[config.mk]
export PLATFORM = sky130hd
export DESIGN_NAME = fracn_div_seq
export DESIGN_NICKNAME = d
export VERILOG_FILES = /design/src/rtl/fracn_pkg.sv /design/src/rtl/fracn_accum.sv /design/src/rtl/fracn_cycle_cnt.sv /design/src/rtl/fracn_comp_pulse.sv /design/src/rtl/fracn_div_seq.sv
export SDC_FILE = /design/constraint.sdc
export NUM_CORES = 1
export LEC_CHECK = 0
export CAP_MARGIN = 20
export CORE_MARGIN = 4
export CORE_UTILIZATION = 52
export DETAILED_ROUTE_END_ITERATION = 8
export PLACE_DENSITY = 0.84
export SLEW_MARGIN = 20
export SYNTH_ARGS = -nofsm -noshare
export SYNTH_HDL_FRONTEND = slang
export SYNTH_SLANG_ARGS = --single-unit
export TNS_END_PERCENT = 5
[constraint.sdc]
create_clock -name clk -period 4.31 [get_ports clk]
set_input_delay 0.431 -clock clk [delete_from_list [all_inputs] [get_ports clk]]
set_output_delay 0.431 -clock clk [all_outputs]
set_load 0.01 [all_outputs]
[src/rtl/fracn_pkg.sv]
// Shared types for the fractional-N divider sequencer.
// Assumes a 3-bit accumulator, so both moduli fit in 4 bits.
package fracn_pkg;
    typedef enum logic {
        MOD_EIGHT = 1'b0,
        MOD_FIVE  = 1'b1
    } fmod_e;

    // Maps the modulus select onto its wrap value.
    function automatic logic [3:0] mod_value(input fmod_e m);
        return (m == MOD_FIVE) ? 4'd5 : 4'd8;
    endfunction
endpackage

[src/rtl/fracn_accum.sv]
// Fractional accumulator.
// It advances by the reduced numerator on each cycle boundary and reports
// the wrap as a carry. The carry is valid in the clock where step is high.
// Assumes FW = 3, which matches the 4-bit modulus values in fracn_pkg.
module fracn_accum #(
    parameter int FW = 3
) (
    input  logic          clk,
    input  logic          rst_n,
    input  logic          clear,
    input  logic          launch,
    input  logic          step,
    input  logic [FW-1:0] num,
    input  logic          mod_sel,
    output logic [FW-1:0] acc,
    output logic          carry
);
    import fracn_pkg::*;
    localparam int SW = FW + 1;

    fmod_e         mod_in, mod_act;
    logic [SW-1:0] mval, num_red, base, sum;

    // Next-state arithmetic: reduce, add, wrap.
    always_comb begin
        mod_in  = fmod_e'(mod_sel);
        mval    = mod_value(mod_in);
        num_red = ({1'b0, num} >= mval) ? ({1'b0, num} - mval) : {1'b0, num};
        base    = (mod_in != mod_act) ? '0 : {1'b0, acc};
        sum     = base + num_red;
        carry   = (sum >= mval);
    end

    // Accumulator and modulus-in-use registers.
    always_ff @(posedge clk) begin
        if (!rst_n || clear) begin
            acc     <= '0;
            mod_act <= MOD_EIGHT;
        end else if (launch) begin
            acc     <= '0;
            mod_act <= mod_in;
        end else if (step) begin
            acc     <= carry ? FW'(sum - mval) : FW'(sum);
            mod_act <= mod_in;
        end
    end
endmodule

[src/rtl/fracn_cycle_cnt.sv]
// Divider cycle counter.
// It counts down N-1 or N (with carry) to zero. It starts only on a
// sync strobe while idle, and it is cleared whenever enable is low.
module fracn_cycle_cnt #(
    parameter int NW = 16
) (
    input  logic          clk,
    input  logic          rst_n,
    input  logic          enable,
    input  logic          ref_sync,
    input  logic [NW-1:0] n_in,
    input  logic          carry,
    output logic          launch,
    output logic          wrap
);
    logic          running;
    logic [NW-1:0] cnt;

    // Start and end-of-cycle events.
    always_comb begin
        launch = enable && !running && ref_sync;
        wrap   = running && (cnt == '0);
    end

    // Down-counter with a reload on each boundary.
    always_ff @(posedge clk) begin
        if (!rst_n || !enable) begin
            running <= 1'b0;
            cnt     <= '0;
        end else if (launch) begin
            running <= 1'b1;
            cnt     <= n_in - NW'(1);
        end else if (wrap) begin
            cnt     <= n_in - NW'(1) + NW'(carry);
        end else if (running) begin
            cnt     <= cnt - NW'(1);
        end
    end
endmodule

[src/rtl/fracn_comp_pulse.sv]
// Compensation pulse generator.
// Each tick opens a window PW clocks wide and latches the DAC code. The
// output code is the accumulator value times the latched code, and it is
// forced to zero outside the window.
module fracn_comp_pulse #(
    parameter int PW = 128,
    parameter int FW = 3,
    parameter int DW = 8
) (
    input  logic             clk,
    input  logic             rst_n,
    input  logic             enable,
    input  logic             tick,
    input  logic [DW-1:0]    dac_in,
    input  logic [FW-1:0]    acc,
    output logic             comp_active,
    output logic [FW+DW-1:0] comp_code
);
    localparam int CW = $clog2(PW + 1);
    localparam int OW = FW + DW;

    logic [CW-1:0] left;
    logic [DW-1:0] dac_q;

    // Window countdown and DAC code capture.
    always_ff @(posedge clk) begin
        if (!rst_n || !enable) begin
            left  <= '0;
            dac_q <= '0;
        end else if (tick) begin
            left  <= CW'(PW);
            dac_q <= dac_in;
        end else if (left != '0) begin
            left  <= left - CW'(1);
        end
    end

    // Amplitude code gated by the window.
    always_comb begin
        comp_active = (left != '0);
        comp_code   = comp_active ? (OW'(acc) * OW'(dac_q)) : '0;
    end
endmodule

[src/rtl/fracn_div_seq.sv]
// Top of the fractional-N divider sequencer.
// It wires the cycle counter, the fractional accumulator and the
// compensation pulse generator together. Assumes ratio_n >= 512, which is
// well above the PULSE_W window.
module fracn_div_seq #(
    parameter int NW      = 16,
    parameter int FW      = 3,
    parameter int DW      = 8,
    parameter int PULSE_W = 128
) (
    input  logic             clk,
    input  logic             rst_n,
    input  logic             enable,
    input  logic             ref_sync,
    input  logic [NW-1:0]    ratio_n,
    input  logic [FW-1:0]    frac_num,
    input  logic             mod_sel,
    input  logic [DW-1:0]    dac_code,
    output logic             div_pulse,
    output logic             comp_active,
    output logic [FW+DW-1:0] comp_code
);
    logic          launch, wrap, carry, tick;
    logic [FW-1:0] acc;

    // A cycle begins on a launch or on a wrap.
    assign tick      = launch || wrap;
    assign div_pulse = wrap;

    fracn_cycle_cnt #(.NW(NW)) u_cnt (
        .clk(clk), .rst_n(rst_n), .enable(enable), .ref_sync(ref_sync),
        .n_in(ratio_n), .carry(carry), .launch(launch), .wrap(wrap)
    );

    fracn_accum #(.FW(FW)) u_acc (
        .clk(clk), .rst_n(rst_n), .clear(!enable), .launch(launch),
        .step(wrap), .num(frac_num), .mod_sel(mod_sel),
        .acc(acc), .carry(carry)
    );

    fracn_comp_pulse #(.PW(PULSE_W), .FW(FW), .DW(DW)) u_comp (
        .clk(clk), .rst_n(rst_n), .enable(enable), .tick(tick),
        .dac_in(dac_code), .acc(acc),
        .comp_active(comp_active), .comp_code(comp_code)
    );
endmodule

### Word level (Yosys, flattened, before mapping)

Index checks and enable logic that the tools add are counted.

* $add $sub $neg: 7
* multiply operators: 1
* div/mod/pow operators: 0
* order comparisons: 2
* equality and inequality tests: 1
* shift operators: 0
* mux-type cells: 12
* bitwise logic cells: 0
* reduce and logical (&&, ||, !) cells: 15

Operators with widths (count)
* $mux W16: 3
* $sub A16 B1 Y16 const B: 2
* $add A16 B1 Y16: 1
* $logic_not A16 Y1: 1
* $mux W8: 2
* $mul A3 B8 Y11: 1
* $mux W11: 1
* $mux W4: 2
* $reduce_bool A8 Y1: 1
* $sub A8 B1 Y8 const B: 1
* $mux W3: 2
* $add A3 B4 Y4: 1
* $ge A3 B4 Y1: 1
* $ge A4 B4 Y1: 1
* $reduce_bool A2 Y1: 2
* $reduce_or A2 Y1: 2
* $sub A3 B4 Y4: 1
* $logic_and A1 B1 Y1: 3
* $logic_not A1 Y1: 3
* $reduce_bool A3 Y1: 1
* $sub A3 B3 Y3: 1
* $logic_or A1 B1 Y1: 2
* $mux W1: 2
* $ne A1 B1 Y1: 1

* flip-flop bits (word level): 37
* bits in latches: 0
* bits in writable memories: 0
* memory bits (read-only): 0
* input port bits: 32
* output and inout bits: 13
* word-level logic and storage cells: 45
* memories kept: 0

### Depth between registers and ports, before layout

Gate-level depths: netlist (run 1).

* depth in word-level cells: 8
* depth in mapped cells: 21
* gate-level depth less buffers: 21

### Hierarchy

From an unflattened synthesis (run 1), not the netlist that was laid out.

* cells, all modules: 537
* area total of the unflattened synthesis: 4036.4 um^2

By module, submodules not included
* fracn_cycle_cnt: instances 1, cells an instance 292, area each 2087.0 um^2, sequential area each 340.3 um^2
* fracn_comp_pulse: instances 1, cells an instance 162, area each 1320.0 um^2, sequential area each 320.3 um^2
* fracn_accum: instances 1, cells an instance 81, area each 619.3 um^2, sequential area each 80.1 um^2
* fracn_div_seq: instances 1, cells an instance 2, area each 10.0 um^2, sequential area each 0.0 um^2

### Worst setup path before layout (run 1)

OpenSTA, ideal clock, no wires.

* path type: in2reg
* from: in frac_num[0]
* to: reg u_cnt.cnt[14]
* library setup time: 0.091 ns
* data arrival time: 4.062 ns
* required time: 4.219 ns
* setup slack: 0.157 ns
* cell stages on the path: 21
* buffers on the path: 0
* cells stage by stage: inv_1 ha_1 ha_1 o21ai_0 a22o_1 nor2_1 a21oi_1 ha_1 fa_1 xor2_1 ha_1 a21boi_0 o21a_1 or2_2 ha_1 nand2b_1 a21oi_1 o221ai_2 nor4_4 a21oi_1 a311oi_1

* longest elaborated chain between the ends: 7
* elaborated cells between the ends (all ways): 8
* classes of those cells: add/sub (3); order compare (2); mux (3)

RTL lines
* start, declared: line fracn_div_seq.sv:16 `input logic [FW-1:0] frac_num,`
* $sub A3 B4 Y4 or $ge A3 B4 Y1 (tied branches): line fracn_accum.sv:28 `num_red = ({1'b0, num} >= mval) ? ({1'b0, num} - mval) : {1'b0, num};`
* $mux W4 (*): line fracn_accum.sv:28
* $add A3 B4 Y4 (*): line fracn_accum.sv:30 `sum = base + num_red;`
* $ge A4 B4 Y1 (*): line fracn_accum.sv:31 `carry = (sum >= mval);`
* $add A16 B1 Y16 (*): line fracn_cycle_cnt.sv:34 `cnt <= n_in - NW'(1) + NW'(carry);`
* $mux W16 (*): line fracn_cycle_cnt.sv:33 `end else if (wrap) begin`
* $mux W16 (*): line fracn_cycle_cnt.sv:30 `end else if (launch) begin`
* end signal, assigned: line fracn_cycle_cnt.sv:32 `cnt <= n_in - NW'(1);`
* end signal, assigned: line fracn_cycle_cnt.sv:34
* end signal, assigned: line fracn_cycle_cnt.sv:36 `cnt <= cnt - NW'(1);`
* end, declared: line fracn_cycle_cnt.sv:17 `logic [NW-1:0] cnt;`

Every way passes the cells marked *; elsewhere a longest branch is shown, timed or not.
A chain may end at the register's enable or synchronous reset.

### Final worst setup path (run 1)

* from: in frac_num[0]
* to: reg u_cnt.cnt[8]

Same word-level chain as after synthesis.

==> results of run 1 <==
## registers in the layout, indices dropped and copies added, names as in the netlist
name and count:
u_cnt.cnt 16, u_cnt.running 1, u_comp.left 8, u_acc.mod_act 1, u_comp.dac_q 8, u_acc.acc 3
## per-stage QoR
stage	instance area (um^2)	total power [uW]	util, %	cells
finish	4840	1470	66.1	692
global route	4840	1570	66.1	692
CTS	4750	1450	64.8	689
detailed placement	4600	1140	62.8	679
global placement	4600	1100	62.8	679
floorplan	3970	912	-	536
## logic make-up after synthesis
kind of cell / after synthesis / share of synthesized area, %
mux: 3 / 0.756
xor+xnor: 37 / 8.63
flops: 37 / 18.7
buf+inv: 59 / 6.46
compound gates: 132 / 21.7
fa+ha+maj: 34 / 12.2
simple gates: 234 / 31.6
## worst paths after layout
kind	from	cells past startpoint	end	slack, ps
max	frac_num[0]	26	u_cnt.cnt[8]	190
min	u_acc.mod_act	2	u_acc.mod_act	470
max reg2reg	u_acc.mod_act	20	u_cnt.cnt[8]	670
min reg2reg	u_acc.mod_act	2	u_acc.mod_act	470
## synth_stat cells, drive strengths merged, types with 3 or more instances
| library cell | number | area share, % |
|---|---|---|
| clkbuf | 19 | 1.8 |
| or2 | 3 | 0.47 |
| a31oi | 3 | 0.47 |
| or3 | 5 | 0.91 |
| a21boi | 3 | 0.57 |
| and2 | 19 | 3.0 |
| o211ai | 3 | 0.57 |
| a21o | 4 | 0.76 |
| nand4 | 8 | 1.3 |
| nor2 | 48 | 4.5 |
| o31ai | 3 | 0.57 |
| ha | 26 | 8.2 |
| nor3 | 19 | 2.6 |
| or4 | 3 | 0.57 |
| nand2b | 3 | 0.47 |
| nor4b | 3 | 0.66 |
| inv | 31 | 2.9 |
| o21ai | 33 | 4.2 |
| nor3b | 6 | 1.3 |
| nor4 | 13 | 3.2 |
| fa | 8 | 4.0 |
| nand4b | 3 | 0.66 |
| mux2i | 3 | 0.76 |
| xor2 | 17 | 4.2 |
| a32oi | 3 | 0.66 |
| xnor2 | 20 | 4.4 |
| o31a | 4 | 0.88 |
| o21a | 5 | 0.95 |
| a21oi | 41 | 5.2 |
| nor2b | 3 | 0.47 |
| or3b | 4 | 0.88 |
| a211oi | 4 | 0.76 |
| buf | 8 | 1.6 |
| nand2 | 70 | 6.6 |
| nand3 | 12 | 1.5 |
| and3 | 3 | 0.47 |
| dfxtp | 37 | 19 |
| a2111oi | 3 | 0.82 |
## layout make-up
type	instances	area, um^2	area share [%]
Tap cell	99	124	2.56
Timing Repair Buffer	76	683	14.1
Inverter	32	120	2.48
Sequential cell	37	743	15.3
Clock buffer	5	68.8	1.42
Clock inverter	3	46.3	0.956
Multi-Input combinational cell	440	3060	63.1
## critical path: stages
cell            delay (ps)
dlymetal6s2s_1         130
inv_1                   70
ha_2                   270
inv_1                   70
o21ai_2                 50
a22o_1                 230
nor2_1                 100
a21oi_1                 50
ha_2                   210
fa_2                   380
xor2_2                 160
ha_1                   290
a21boi_2               160
o21a_1                 200
or2_4                  270
ha_1                   180
nand2b_1               110
a21oi_2                 70
buf_4                  140
buf_4                  120
buf_4                  120
buf_4                  120
o221a_2                130
nand3_2                 80
a21oi_2                 50
o22ai_1                170
## per-layer routing
layer	vias to the layer above	global-route usage, %	part of all wire [%]
met4	0	6.87	2.6
met1	1938	30.0	40
li1	2022	-	-
met3	34	4.97	7.6
met2	179	43.0	49
met5	-	0	0
## power groups by stage
stage,combinational [uW],clock (uW),sequential [uW]
6_report,725,312,429
5_1_grt,807,330,435
4_1_cts,713,313,428
3_5_place_dp,702,0,436
3_3_place_gp,672,0,432
2_1_floorplan,487,0,425
## what timing repair did
action	4_1_cts	5_1_grt
pin swaps	4	14
endpoints found under the setup margin	14	15
resized for setup	11	22
buffers inserted	3	3
==> impl_metrics.ini, run 1 <==
[die]
coreArea_um2 = 7330
die_area_um2 = 9100
fp-row-count = 31
io_pins = 45
initial_core_util_pct = 54.2
die_y_um = 95.4
die_w_um = 95.4

[layout]
drive_gt1_share_pct = 13.5
layout_commonest_cell = nand2_1
nNetsFinal = 658
antenna_cells_inserted = 0
synthToLayoutAreaGrowth_pct = 22.0
fill_cells = 579
final_cell_mix = nand2_1, nor2_1, clkdlybuf4s50_1, a21oi_1, dfxtp_1

[synth]
syn_nets = 602
synth-seq-area-share_pct = 18.7
ys_seq_elements = 37
synthArstFlopShare_pct = 0
ys.flop_type = dfxtp_1
syn_inst = 536
post_synth_num_cell_types = 72
synth.cell_area_um2 = 3970
syn-mean-instance-area_um2 = 7.41
synth_edf_count = 0
yosys_warnings = 0

[sta]
worstMarginPinSlew_ps = 865
finalSetupTns_ps = 0
final-max-slew-violation-count = 0
relSlewSlack_pct = 41.9
hold_ws_ps = 470
setup_ws_ps = 186
finalCritPeriodShare_pct = 95.7
period_needed_ps = 4120
fmax_ghz = 0.242
hold_viol_final = 0
setup_violations = 0
fin_skew_ps = 10.3

[placement]
pre_cts_ws_ps = -573
place_congestion = 0.943
io_buffers = 44
dp_hpwl_um = 8300

[worst_setup_path]
cp-end-kind = flop
worstPathRequired_ps = 4540
crit_type = in2reg
crit_arrival_ps = 4360
crit_path_start_kind = input port
cp_max_fo = 4

[drt]
wire_per_inst_um = 15.9
routed_via_density = 6.03
initialDrtViolationCount = 361
wl_um = 11000
antenna_left = 0
drc_errors = 0
vias = 4173
firstDrtPassIters = 6

[status]
status = complete, no violations

[grt]
antenna_found_initial = 0
overflow = 0
grt_pass1_vias = 3907
grt_first_pass_wirelength_um = 17800
grt_util_all_layers_pct = 24.4
grt_max_degree = 21

[cts]
postCtsHoldBufs = 0
worstSkewPairLatency_ps = 300
cts_buffers = 5
clk_pin_slew_ps = 80
cts_tree = yes
cts.path.max_buffers = 2
htree_levels = 2
clock-sinks = 37
ctsRootBufferMaster = clkbuf_8

[power]
p_sw_uw = 607
peakVddDrop_v = 0.000239
p_comb_share_pct = 49.4
power_density_nw_per_um2 = 303
power_frac_seq_pct = 29.3
clkPwrFrac_pct = 21.3
p_leak_uw = 0.00202
switching_share_pct = 41.4
p_int_uw = 859

[run]
drv_cap = 0

[worst_hold_path]
hold_path_class = reg2reg
No activity file was read; power rests on OpenSTA's default activity.
==> run 2, diff against run 1 <==
==> constraint.sdc (replaced) <==
create_clock -name clk -period 3.6 [get_ports clk]
set_input_delay 1.08 -clock clk [delete_from_list [all_inputs] [get_ports clk]]
set_output_delay 1.08 -clock clk [all_outputs]
set_load 0.01 [all_outputs]
==> run 2 against run 1 <==
Compared with the run above: worst setup slack got worse by 1000 ps; via count increased by 7.2%; sequential cell count unchanged; total power increased by 21%; hold slack improved by 12 ps; first-iteration DRC count decreased by 2.2%; routed wire length increased by 8.1%; the run now ends with setup timing left; register-to-register slack got worse by 480 ps; cell count increased by 9.5%; clock skew decreased by 1.6 ps; sequential power increased by 19%; combinational power increased by 35%.
==> impl_metrics.ini, run 2 (synthesis gave the netlist of run 1 again) <==
[grt]
grt_max_degree = 20
grt_util_all_layers_pct = 26.7
overflow = 0
antenna_found_initial = 0
grt_pass1_vias = 4435
grt_first_pass_wirelength_um = 19700

[placement]
pre_cts_ws_ps = -1950
place_congestion = 0.973
io_buffers = 44
place_area_um2 = 5150
dp_hpwl_um = 8860

[sta]
setup_ws_ps = -814
relSlewSlack_pct = 54.2
period_needed_ps = 4410
hold_viol_final = 0
fmax_ghz = 0.227
setup_violations = 24
final-max-slew-violation-count = 0
worstMarginPinSlew_ps = 683
finalCritPeriodShare_pct = 123
rsz0062_at_grt = true
fin_skew_ps = 8.64

[status]
status = complete, but fails checks
failed_checks = setup timing

[worst_setup_path]
rrSetupSlack_ps = 190
crit_path_start_kind = input port
worstPathRequired_ps = 3790
crit_type = in2reg
cp_max_fo = 5
critPathMaxStageDelay_ps = 360
cp-endpoint = u_cnt.cnt[6]
cp_slowest_cell = fa_2
cp-startpoint = frac_num[0]
rr_endpoint = u_cnt.cnt[6]
cpMostUsedCell = ha_4
cp-end-kind = flop
worst_r2r_startpoint = u_acc.mod_act
crit_arrival_ps = 4600
r2r_cells = 17
cp_cell_sequence = buf_8 > inv_12 > ha_4 > ha_4 > o21ai_2 > a22o_4 > nor2_2 > a21oi_1 > ha_2 > fa_2 > xor2_2 > ha_1 > a21boi_2 > o21a_1 > or2_4 > ha_4 > nand2b_4 > a21oi_4 > o221ai_4 > buf_6 > or3_4 > a21oi_2 > o21ai_1

[drt]
routed_via_density = 5.90
dr_wl_met2_um = 6100
drc_errors = 0
wire_per_inst_um = 15.7
firstDrtPassIters = 6
antenna_left = 0
wl_um = 11900
dr_wl_met3_um = 698
dr.max_layer_used = met4
initialDrtViolationCount = 353
wl_met1_um = 4840
vias = 4475

[layout]
design_area_um2 = 5480
largest_register_ffs = 16
drive_gt1_share_pct = 27.3
largest_registers = u_cnt.cnt: 16 flops, u_comp.dac_q: 8 flops, u_comp.left: 8 flops
regMostFlops = u_cnt.cnt
nNetsFinal = 724
antenna_cells_inserted = 0
fin_util_pct = 74.7
final_cell_mix = buf_4, nand2_1, nor2_1, a21oi_1, clkdlybuf4s50_1
synthToLayoutAreaGrowth_pct = 37.9
layout_commonest_cell = buf_4

[die]
initial_core_util_pct = 54.2
fp-row-count = 31
die_area_um2 = 9100
coreArea_um2 = 7330
die_w_um = 95.4
io_pins = 45
die_y_um = 95.4

[cts]
clk_pin_slew_ps = 80
worstSkewPairLatency_ps = 290
cts.path.max_buffers = 2
clock-sinks = 37
cts_buffers = 5
htree_levels = 2
postCtsHoldBufs = 0
ctsRootBufferMaster = clkbuf_8
cts_tree = yes

[power]
p_leak_uw = 0.00236
peakVddDrop_v = 0.000296
power_density_nw_per_um2 = 325

[run]
drv_cap = 0

[worst_hold_path]
hold_path_class = reg2reg
[run 2: how the worst min path moves through the flow]
stage                              from             to  slack (ps)  cells after the start
after floorplan           u_acc.mod_act  u_acc.mod_act         440                      2
after global placement    u_acc.mod_act  u_acc.mod_act         450                      2
after detailed placement  u_acc.mod_act  u_acc.mod_act         460                      2
after CTS                 u_acc.mod_act  u_acc.mod_act         470                      2
after global routing      u_acc.mod_act  u_acc.mod_act         520                      2
final                     u_acc.mod_act  u_acc.mod_act         480                      2
[run 2: area by class of cell]
type | count | area [um^2]
clock buffer | 6 | 72.6
clock inverter | 2 | 10.0
fill | 508 | 1850
inverter | 32 | 133
multi-input combinational | 440 | 3210
sequential | 37 | 753
tap | 99 | 124
timing repair buffer | 142 | 1170
[run 2: where the power goes]
part / switching [uW] / internal [uW]
Clock: 152 / 134
Combinational: 543 / 439
Sequential: 52.6 / 459
[run 2: what timing repair did]
action / in CTS / in global routing
setup endpoints to repair: 27 / 29
endpoints found under the hold margin: 0 / 0
buffers inserted: 7 / 1
gates resized for setup: 73 / 24
pin swaps: 36 / 5
[run 2: critical path, delay by kind of cell]
| kind | cells | cell delay (ps) |
|---|---|---|
| adder cells (fa/ha/maj) | 6 | 1260 |
| buffers and inverters | 3 | 310 |
| XOR/XNOR | 1 | 160 |
| AO/OA/AOI/OAI | 9 | 1150 |
| AND/OR/NAND/NOR | 4 | 620 |
[run 2: stage by stage]
| step | setup TNS [ps] | hold slack (ps) | power, uW | std cells |
|---|---|---|---|---|
| 2_1_floorplan | -14430 | 444 | 1100 | 536 |
| 3_3_place_gp | -30890 | 451 | 1410 | 742 |
| 3_5_place_dp | -33670 | 462 | 1430 | 742 |
| 4_1_cts | -11260 | 473 | 1760 | 757 |
| 5_1_grt | -15850 | 515 | 1900 | 758 |
| 6_report | -12960 | 482 | 1780 | 758 |
[run 2: per-layer routing]
layer	GRT usage (%)	vias up
met5	0	-
met4	7.70	0
met3	3.63	24
met2	48.6	193
met1	32.5	2105
li1	-	2153
